## config.mk

```make
export PLATFORM = sky130hd
export DESIGN_NAME = cmp_bank_seq
export DESIGN_NICKNAME = d
export VERILOG_FILES = /design/src/rtl/cmp_seq_pkg.sv /design/src/rtl/cmp_window_timer.sv /design/src/rtl/cmp_result_reg.sv /design/src/rtl/cmp_ref_ctrl.sv /design/src/rtl/cmp_bank_seq.sv
export SDC_FILE = /design/constraint.sdc
export NUM_CORES = 1
export LEC_CHECK = 0
export BUFFER_PORTS_ARGS = -buffer_cell sky130_fd_sc_hd__buf_4
export CAP_MARGIN = 20
export CORE_MARGIN = 2
export CORE_UTILIZATION = 45
export CTS_BUF_LIST = sky130_fd_sc_hd__clkbuf_16
export DETAILED_ROUTE_END_ITERATION = 16
export HOLD_SLACK_MARGIN = 0.15
export PLACE_DENSITY = 0.74
export SLEW_MARGIN = 0
export SYNTH_ARGS = -nofsm -noshare
export SYNTH_HDL_FRONTEND = slang
export SYNTH_SLANG_ARGS = --single-unit
```

## constraint.sdc

```tcl
create_clock -name clk -period 2 [get_ports clk]
set_input_delay 0.3 -clock clk [delete_from_list [all_inputs] [get_ports clk]]
set_output_delay 0.3 -clock clk [all_outputs]
set_load 0.01 [all_outputs]
```

## src/rtl/cmp_seq_pkg.sv

```systemverilog
package cmp_seq_pkg;

    localparam int unsigned CH_COUNT  = 8;
    localparam int unsigned WIN_LEN   = 14;
    localparam int unsigned CTRL_W    = 8;
    localparam int unsigned REF_BIT   = 7;

    typedef enum logic {
        REF_EXTERNAL = 1'b0,
        REF_INTERNAL = 1'b1
    } ref_src_e;

    // Returns 1 when count value cnt is the last cycle of a window of length len.
    function automatic logic win_is_last(input int unsigned cnt, input int unsigned len);
        return cnt == len - 1;
    endfunction

endpackage

```

## src/rtl/cmp_window_timer.sv

```systemverilog
module cmp_window_timer #(
    parameter int unsigned WIN_CYC = cmp_seq_pkg::WIN_LEN
) (
    input  logic clk,
    input  logic rst,
    input  logic start,
    output logic active,
    output logic capture
);
    localparam int unsigned CNT_W = (WIN_CYC > 1) ? $clog2(WIN_CYC) : 1;

    typedef struct packed {
        logic             run;
        logic [CNT_W-1:0] cnt;
    } win_state_t;

    win_state_t st;
    logic       last;

    always_comb begin
        last    = st.run && cmp_seq_pkg::win_is_last(int'(st.cnt), WIN_CYC);
        active  = st.run;
        capture = last && !start;
    end

    always_ff @(posedge clk) begin
        if (rst) begin
            st <= '0;
        end else if (start) begin
            st.run <= 1'b1;
            st.cnt <= '0;
        end else if (st.run) begin
            if (last) begin
                st <= '0;
            end else begin
                st.cnt <= st.cnt + 1'b1;
            end
        end
    end


    cnt_range_chk: assert property (@(posedge clk) disable iff (rst)
        st.run |-> (int'(st.cnt) < WIN_CYC));


    restart_chk: assert property (@(posedge clk) disable iff (rst)
        start |=> (st.run && st.cnt == '0));


    window_end_chk: assert property (@(posedge clk) disable iff (rst)
        capture |=> !st.run);


    stay_idle_chk: assert property (@(posedge clk) disable iff (rst)
        (!st.run && !start) |=> !st.run);

endmodule

```

## src/rtl/cmp_result_reg.sv

```systemverilog
module cmp_result_reg #(
    parameter int unsigned N_CH = cmp_seq_pkg::CH_COUNT
) (
    input  logic            clk,
    input  logic            rst,
    input  logic            capture,
    input  logic [N_CH-1:0] cmp_in,
    output logic [N_CH-1:0] result
);
    always_ff @(posedge clk) begin
        if (rst) begin
            result <= '0;
        end else if (capture) begin
            result <= cmp_in;
        end
    end


    capture_val_chk: assert property (@(posedge clk) disable iff (rst)
        capture |=> (result == $past(cmp_in)));


    hold_val_chk: assert property (@(posedge clk) disable iff (rst)
        !capture |=> $stable(result));

endmodule

```

## src/rtl/cmp_ref_ctrl.sv

```systemverilog
module cmp_ref_ctrl #(
    parameter int unsigned CW   = cmp_seq_pkg::CTRL_W,
    parameter int unsigned RBIT = cmp_seq_pkg::REF_BIT
) (
    input  logic          clk,
    input  logic          rst,
    input  logic          wr,
    input  logic [CW-1:0] wdata,
    output logic [CW-1:0] ctrl,
    output cmp_seq_pkg::ref_src_e ref_src
);
    always_ff @(posedge clk) begin
        if (rst) begin
            ctrl <= '0;
        end else if (wr) begin
            ctrl <= wdata;
        end
    end

    assign ref_src = cmp_seq_pkg::ref_src_e'(ctrl[RBIT]);


    ctrl_load_chk: assert property (@(posedge clk) disable iff (rst)
        wr |=> (ctrl == $past(wdata)));


    ctrl_keep_chk: assert property (@(posedge clk) disable iff (rst)
        !wr |=> $stable(ctrl));

endmodule

```

## src/rtl/cmp_bank_seq.sv

```systemverilog
module cmp_bank_seq
    import cmp_seq_pkg::*;
#(
    parameter int unsigned N_CH    = CH_COUNT,
    parameter int unsigned WIN_CYC = WIN_LEN,
    parameter int unsigned CW      = CTRL_W,
    parameter int unsigned RBIT    = REF_BIT
) (
    input  logic            clk,
    input  logic            rst,
    input  logic            data_wr,
    input  logic            ctrl_wr,
    input  logic [CW-1:0]   ctrl_wdata,
    input  logic [N_CH-1:0] cmp_in,
    output logic [N_CH-1:0] result_q,
    output logic            busy,
    output logic            ladder_en,
    output logic            cmp_connect,
    output logic            ref_internal,
    output logic [CW-1:0]   ctrl_q
);
    logic     win_active;
    logic     win_capture;
    ref_src_e ref_src;

    cmp_window_timer #(.WIN_CYC(WIN_CYC)) u_timer (
        .clk     (clk),
        .rst     (rst),
        .start   (data_wr),
        .active  (win_active),
        .capture (win_capture)
    );

    cmp_result_reg #(.N_CH(N_CH)) u_result (
        .clk     (clk),
        .rst     (rst),
        .capture (win_capture),
        .cmp_in  (cmp_in),
        .result  (result_q)
    );

    cmp_ref_ctrl #(.CW(CW), .RBIT(RBIT)) u_ctrl (
        .clk     (clk),
        .rst     (rst),
        .wr      (ctrl_wr),
        .wdata   (ctrl_wdata),
        .ctrl    (ctrl_q),
        .ref_src (ref_src)
    );

    always_comb begin
        busy         = win_active;
        ladder_en    = win_active;
        cmp_connect  = win_active;
        ref_internal = (ref_src == REF_INTERNAL);
    end


    start_busy_chk: assert property (@(posedge clk) disable iff (rst)
        data_wr |=> busy);


    idle_result_chk: assert property (@(posedge clk) disable iff (rst)
        (!busy && !data_wr) |=> $stable(result_q));

endmodule

```

==> results of run 1 <==
## power by group through the flow
stage                     clock, mW  sequential [mW]  combinational (mW)
final                         0.421            0.438               0.108
after global routing          0.447            0.440               0.118
after CTS                     0.429            0.438               0.109
after detailed placement          0            0.447               0.109
after global placement            0            0.446               0.107
after floorplan                   0            0.454              0.0467
## worst max path at each step
stage,from,to,slack [ps],depth (start not counted)
after floorplan,u_timer.st[0]$_SDFFE_PP0P_,u_result.result[0]$_SDFFE_PP0P_,620,4
after global placement,u_timer.st[0]$_SDFFE_PP0P_,u_result.result[3]$_SDFFE_PP0P_,510,4
after detailed placement,u_timer.st[0]$_SDFFE_PP0P_,u_result.result[0]$_SDFFE_PP0P_,400,4
after CTS,u_timer.st[0]$_SDFFE_PP0P_,u_result.result[5]$_SDFFE_PP0P_,400,4
after global routing,u_timer.st[0]$_SDFFE_PP0P_,u_result.result[6]$_SDFFE_PP0P_,260,4
final,u_timer.st[0]$_SDFFE_PP0P_,u_result.result[5]$_SDFFE_PP0P_,400,4
## synthesized netlist by cell type
cell type  number  area share (%)
clkbuf_1        3             1.2
a211oi_2        1             1.4
nor2b_1         1            0.68
dfxtp_1        21              46
or3_1           1            0.68
nand3b_1        1            0.81
buf_4           3             2.4
buf_2           1            0.54
a31oi_1         1            0.68
o21ai_1         2             1.1
inv_1           2            0.81
nand2b_1       16              11
nand2_2         2             1.4
nor3_4          1             1.8
a21oi_1         3             1.6
nor2_1          9             3.7
a22oi_1         1            0.81
mux2i_1        17              18
nand3_1         1            0.54
nor3_1          2             1.1
nand2_1         1            0.41
a211oi_1        1            0.81
ha_1            2             2.7
## layout by cell type, fill, tap and decap left out, drive strengths merged, types with 3 or more instances in the layout
cell type  instances
clkbuf             3
nor3               3
nand2              3
nand2b            16
mux2i             17
buf               40
a21oi              3
nor2               9
dfxtp             21
## routing by layer
metal / vias to the layer above / share of wire, %
met2: 21 / 51
met4: 0 / 1.9
li1: 381 / -
met1: 361 / 42
met5: - / 0
met3: 5 / 5.1
## kinds of logic (layout without fill, tap and decap cells)
family                     count (synthesis)  after routing  synth area share [%]
DFF                                       21             21                 45.59
adders and majority gates                  2              2                 2.713
and+or+nand+nor                           35             35                 21.85
buffers and inverters                      9             46                 5.020
AOI/OAI and AO/OA                          9              9                 6.378
muxes                                     17             17                 18.45
## sequential cells by signal, indices dropped and copies added, names as in the netlist
signal,cells
u_ctrl.ctrl,8
u_result.result,8
u_timer.active,1
u_timer.st,4
## per-stage QoR
| stage | hold WS (ps) | power, mW |
|---|---|---|
| floorplan | 373.0 | 0.5005 |
| detailed placement | 466.2 | 0.5561 |
| finish | 279.6 | 0.9668 |
| CTS | 278.4 | 0.9766 |
| global route | 283.8 | 1.005 |
| global placement | 459.1 | 0.5534 |
## layout make-up
| type | count | area share, % |
|---|---|---|
| clock buffer | 3 | 5.786 |
| clock inverter | 1 | 0.3857 |
| inverter | 2 | 0.5786 |
| timing repair buffer | 40 | 23.14 |
| tap | 27 | 2.604 |
| sequential | 21 | 32.40 |
| multi-input combinational | 63 | 35.10 |
==> results.tsv, run 1 <==
metric	value	unit
share of post-route cells with drive strength above 1	36.92	%
CTS Root Cell	clkbuf_16	
Worst VDD drop	532.5	uV
CP endpoint kind	register	
via count	768	
GR peak layer	met2	
dpl ws	402.4	ps
Remaining Overflow, GRT	0	
CTS tree	built	
ANT cells	0	
NumNets Final	153	
Initial Util	47.49	%
post-cts sizing count	0	
crit path max fanout	8	
Cell Area, Synth	922.1	um^2
minimum clock period	1598	ps
CTS Hold Bufs	0	
Post-Syn Nets	115	
total track usage	17.29	%
Worst Hold Class	primary input to register	
Worst R2R Setup Slack	400	ps
largest net degree at the start of global routing	30	
Placeable Area	1942	um^2
LEAKAGE	0.5694	nW
Critical Path Max Stage Delay	460	ps
clk slew on worst S/H paths	60	ps
Ports	40	
first-pass GRT wire length	3243	um
DIE AREA	2427	um^2
Top delay family on crit path	simple AND/OR/NAND/NOR gates	
DP Cell Count	153	
Finished Cell Area	1297	um^2
WP buf/inv	0	
CP Data Arrival Time	1780	ps
Clock Path Buffers	2	
later-pin clock latency in the skew report	250	ps
post-synthesis sequential area ratio	45.59	%
vias in the first global route	750	
area used by multi-input combinational logic	455.4	um^2
CTS Sinks	21	
fin cells	157	
Placement Rows	16	
CTS Buf Count	3	
Hold Vio Cnt, Final	0	
Die Wd	49.27	um
Routed WL per cell	11.65	um
DRT iter0 DRCs	11	
Critical Path RT	2180	ps
combinational share of power	11.2	%
met3 Resource Use GR	3.988	%
Tcrit/Tclk final	79.91	%
met2 Track Usage GR	29.28	%
outcome	finished clean	
placer congestion estimate	0.7793	
placed cell areas	1217	um^2
wirelength, routed	1829	um
Critical R2R Launch	u_timer.st[0]$_SDFFE_PP0P_	
routing usage on met1	20.31	%
power per cell area	745.1	nW/um^2
initial antenna violation count	0	
FF-to-FF End	u_result.result[5]$_SDFFE_PP0P_	
Netlist cell types	23	
ANT nets after route	0	
skew final	0.8266	ps
Synth Warn #	0	
CP max stage cell	nor3_4	
Port Buffers	39	
worst reg2reg path depth	4	
DP HPWL	1343	um
Final Util	66.82	%
Avg Cell Area, Syn	9.915	um^2
fmax	0.6257	GHz
Die H	49.27	um
Clock power frac	43.5	%
Int Pwr	0.7617	mW
post-route setup slack	401.8	ps
CP Cell Sequence	ha_1 -> nand2_2 -> nor3_4 -> mux2i_1	
Slew Limit Fails	0	
Max H-tree Level	1	
filler instances	163	
Post-Route Setup TNS	0	ps
Seq pwr share	45.3	%
Setup CP Type	register to register	
worst hold endpoint	u_timer.st[3]$_SDFFE_PP0P_	
postcts setup bufs	0	
switching pwr	0.2050	mW
relative slew slack	65.96	%
switching share of power	21.21	%
WHS Path Cells	2	
unrepaired setup endpoints after global routing	no	
DR pass1 iterations	4	
Vias/cell	4.892	
startpoint type of the worst setup path	register	
min-delay src	data_wr	
Cells after Synth	93	
Worst Tran Pin Value	508.9	ps
DRC violations left	0	
register cell area after layout	420.4	um^2
#FFs+latches synth	21	
Area Growth Syn to Fin	40.71	%
final setup fails	0	
Max-Cap Viols	0	
Note: power is estimated with default switching activity, not from simulation.
==> run 2, diff against run 1 <==
--- a/config.mk
+++ b/config.mk
@@ -5,6 +5,7 @@
 export SDC_FILE = /design/constraint.sdc
 export NUM_CORES = 1
 export LEC_CHECK = 0
+export ABC_AREA = 1
 export BUFFER_PORTS_ARGS = -buffer_cell sky130_fd_sc_hd__buf_4
 export CAP_MARGIN = 20
 export CORE_MARGIN = 2
@@ -12,7 +13,7 @@
 export CTS_BUF_LIST = sky130_fd_sc_hd__clkbuf_16
 export DETAILED_ROUTE_END_ITERATION = 16
 export HOLD_SLACK_MARGIN = 0.15
-export PLACE_DENSITY = 0.74
+export PLACE_DENSITY = 0.75
 export SLEW_MARGIN = 0
 export SYNTH_ARGS = -nofsm -noshare
 export SYNTH_HDL_FRONTEND = slang
==> constraint.sdc (replaced) <==
create_clock -name clk -period 1.6 [get_ports clk]
set_input_delay 0.24 -clock clk [delete_from_list [all_inputs] [get_ports clk]]
set_output_delay 0.24 -clock clk [all_outputs]
set_load 0.01 [all_outputs]
==> run 2 against run 1 <==
Against the previous run:
- count of clock-buffer cells in the layout stayed put
- cell area is 1.1% lower
- critical path depth is 2 higher
- largest power group unchanged
- highest routed layer unchanged
- sequential power is 26% higher
- core utilization hardly changed
- maximum frequency is 32% higher
==> results.tsv, run 2 <==
metric	value	unit	change
first-pass GRT wire length	3353	um	was 3243 um
#FFs+latches synth	21		unchanged
DP HPWL	1503	um	was 1343 um
Vias/cell	4.654		was 4.892
Remaining Overflow, GRT	0		unchanged
placed cell areas	1205	um^2	was 1217 um^2
Int Pwr	0.9449	mW	was 0.7617 mW
ANT cells	0		unchanged
Hold Vio Cnt, Final	0		unchanged
CTS tree	built		unchanged
placer congestion estimate	0.7468		was 0.7793
DIE AREA	2388	um^2	was 2427 um^2
clk slew on worst S/H paths	50	ps	was 60 ps
NumNets Final	184		was 153
area used by multi-input combinational logic	394.1	um^2	was 455.4 um^2
total track usage	18.19	%	was 17.29%
vias in the first global route	803		was 750
Largest regs	u_ctrl.ctrl: 8 flops, u_result.result: 8 flops, u_timer.st: 4 flops		unchanged
Slew Limit Fails	0		unchanged
Critical Path RT	1750	ps	was 2180 ps
Synth Warn #	0		unchanged
Worst Tran Pin Value	403.4	ps	was 508.9 ps
Clock power frac	42.8	%	was 43.5%
switching pwr	0.2610	mW	was 0.2050 mW
share of flip-flops with an asynchronous set or reset	0	%	unchanged
register cell area after layout	420.4	um^2	unchanged
CTS Root Cell	clkbuf_16		unchanged
Worst VDD drop	510.7	uV	was 532.5 uV
Die Wd	48.87	um	was 49.27 um
Netlist cell types	17		was 23
combinational share of power	11.2	%	about the same
post-synth top area share	46.41	%	was 45.59%
Post-Route Setup TNS	0	ps	unchanged
ranking of synthesized cells by area	dfxtp_1, nor2_1, nand2_1, inv_1, nand4_1		was dfxtp_1, mux2i_1, nand2b_1, nor2_1, ha_1
Synth area leader	dfxtp_1		unchanged
CP endpoint kind	register		unchanged
Ports	40		unchanged
unrepaired setup endpoints after global routing	no		unchanged
Finished Cell Area	1284	um^2	was 1297 um^2
Port Buffers	39		unchanged
minimum clock period	1212	ps	was 1598 ps
top cells by count, synth	nor2_1, dfxtp_1, nand2_1		was dfxtp_1, mux2i_1, nand2b_1
DR pass1 iterations	4		unchanged
CTS Hold Bufs	0		unchanged
DRT iter0 DRCs	12		was 11
Initial Util	47.14	%	was 47.49%
fmax	0.8248	GHz	was 0.6257 GHz
skew final	2.010	ps	was 0.8266 ps
Routed WL per cell	10.51	um	was 11.65 um
largest net degree at the start of global routing	17		was 30
filler instances	171		was 163
via count	875		was 768
top_reg_cell synth	dfxtp_1		unchanged
postcts setup bufs	0		unchanged
Post-synth EDFFs	0		unchanged
LEAKAGE	0.6397	nW	was 0.5694 nW
ANT nets after route	0		unchanged
Clock Path Buffers	2		unchanged
Cell Area, Synth	905.9	um^2	was 922.1 um^2
commonest cells after routing, fill and taps aside	buf_4, nor2_1, dfxtp_1		was buf_4, dfxtp_1, mux2i_1
CP Data Arrival Time	1360	ps	was 1780 ps
crit path max fanout	8		unchanged
final setup fails	0		unchanged
Post-Syn Nets	144		was 115
CTS Buf Count	3		unchanged
wirelength, routed	1975	um	was 1829 um
DRC violations left	0		unchanged
Area Growth Syn to Fin	41.71	%	was 40.71%
relative slew slack	73.08	%	was 65.96%
outcome	finished clean		unchanged
CTS Sinks	21		unchanged
later-pin clock latency in the skew report	250	ps	about the same
Seq pwr share	45.9	%	was 45.3%
Tcrit/Tclk final	75.77	%	was 79.91%
Max H-tree Level	1		unchanged
commonest non-fill, non-tap cell in the layout	buf_4		unchanged
Setup CP Type	register to register		unchanged
switching share of power	21.65	%	was 21.21%
Placeable Area	1922	um^2	was 1942 um^2
post-synthesis sequential area ratio	46.41	%	was 45.59%
initial antenna violation count	0		unchanged
Die H	48.87	um	was 49.27 um
Placement Rows	16		unchanged
most frequent cell after synthesis	nor2_1		was dfxtp_1
power per cell area	939.4	nW/um^2	was 745.1 nW/um^2
Max-Cap Viols	0		unchanged
Avg Cell Area, Syn	7.425	um^2	was 9.915 um^2
post-route setup slack	387.6	ps	was 401.8 ps
dpl ws	387.1	ps	was 402.4 ps
Cells after Synth	122		was 93
share of post-route cells with drive strength above 1	29.19	%	was 36.92%
post-cts sizing count	0		unchanged
startpoint type of the worst setup path	register		unchanged
Worst Hold Class	primary input to register		unchanged
==> run 2: cell types whose count changed after synthesis, sizes merged, moves of 2 or more <==
cell	delta
clkbuf	-3
o21ai	+6
nand2b	-16
inv	+12
nor3	-3
mux2i	-17
nand2	+13
nand4	+9
nor2	+31
a211oi	-2
a21oi	-2
xor2	+2
==> run 2: worst paths after layout <==
path                                                       from  cells past startpoint                              end  slack, ps
worst min register to register  u_result.result[0]$_SDFFE_PP0P_                      2  u_result.result[0]$_SDFFE_PP0P_        480
worst max-delay path                 u_timer.st[0]$_SDFFE_PP0P_                      6  u_result.result[2]$_SDFFE_PP0P_        390
worst max register to register       u_timer.st[0]$_SDFFE_PP0P_                      6  u_result.result[2]$_SDFFE_PP0P_        390
worst min-delay path                                        rst                      2        u_timer.active$_SDFF_PP0_        160
==> run 2: metrics by stage <==
stage          total power [mW]  instances  hold WS [ps]  utilization (%)
6_report                  1.206        188         156.3            66.80
5_1_grt                   1.254        188         155.8            66.80
4_1_cts                   1.218        188         155.0            66.80
3_5_place_dp             0.7009        184         418.5            62.70
3_3_place_gp             0.6970        184         414.4            62.70
2_1_floorplan            0.6262        122         309.1                -
==> run 2: worst max-delay path, stage by stage, from the launching register on <==
cell	delay [ps]
dfxtp_1	380
ha_1	220
nand2_1	100
nor2_4	180
nand4_1	100
nand2_1	80
nor2_1	40
==> run 2: power groups by stage <==
stage | Combinational [mW] | Clock, mW | Sequential, mW
after floorplan | 0.0570 | 0 | 0.569
after global placement | 0.134 | 0 | 0.563
after detailed placement | 0.136 | 0 | 0.565
after CTS | 0.137 | 0.527 | 0.554
after global routing | 0.151 | 0.547 | 0.556
final | 0.135 | 0.517 | 0.554
==> run 2: kinds of logic (layout without fill, tap and decap cells) <==
logic type                 count (synthesis)  count (layout)  share of synthesized area, %
xor gates and xnor gates                   2               2                         1.934
and+or+nand+nor                           67              67                         33.01
adders and majority gates                  2               2                         2.762
DFF                                       21              21                         46.41
buffers and inverters                     20              59                         10.08
AOI/OAI and AO/OA                         10              10                         5.801
==> run 2: final cells by class <==
class,count,share of cell area (%)
Sequential cell,21,32.75
Clock inverter,1,0.2924
Timing Repair Buffer,40,23.39
Multi-Input combinational cell,81,30.70
Clock buffer,3,5.848
Inverter,15,4.386
Tap cell,27,2.632
==> run 2: layer usage <==
layer | GRT usage (%) | up-vias | part of all wire [%]
li1 | - | 456 | -
met1 | 20.31 | 378 | 40
met2 | 31.96 | 36 | 50
met3 | 3.988 | 5 | 7.5
met4 | 10.00 | 0 | 2.0
met5 | 0 | - | 0
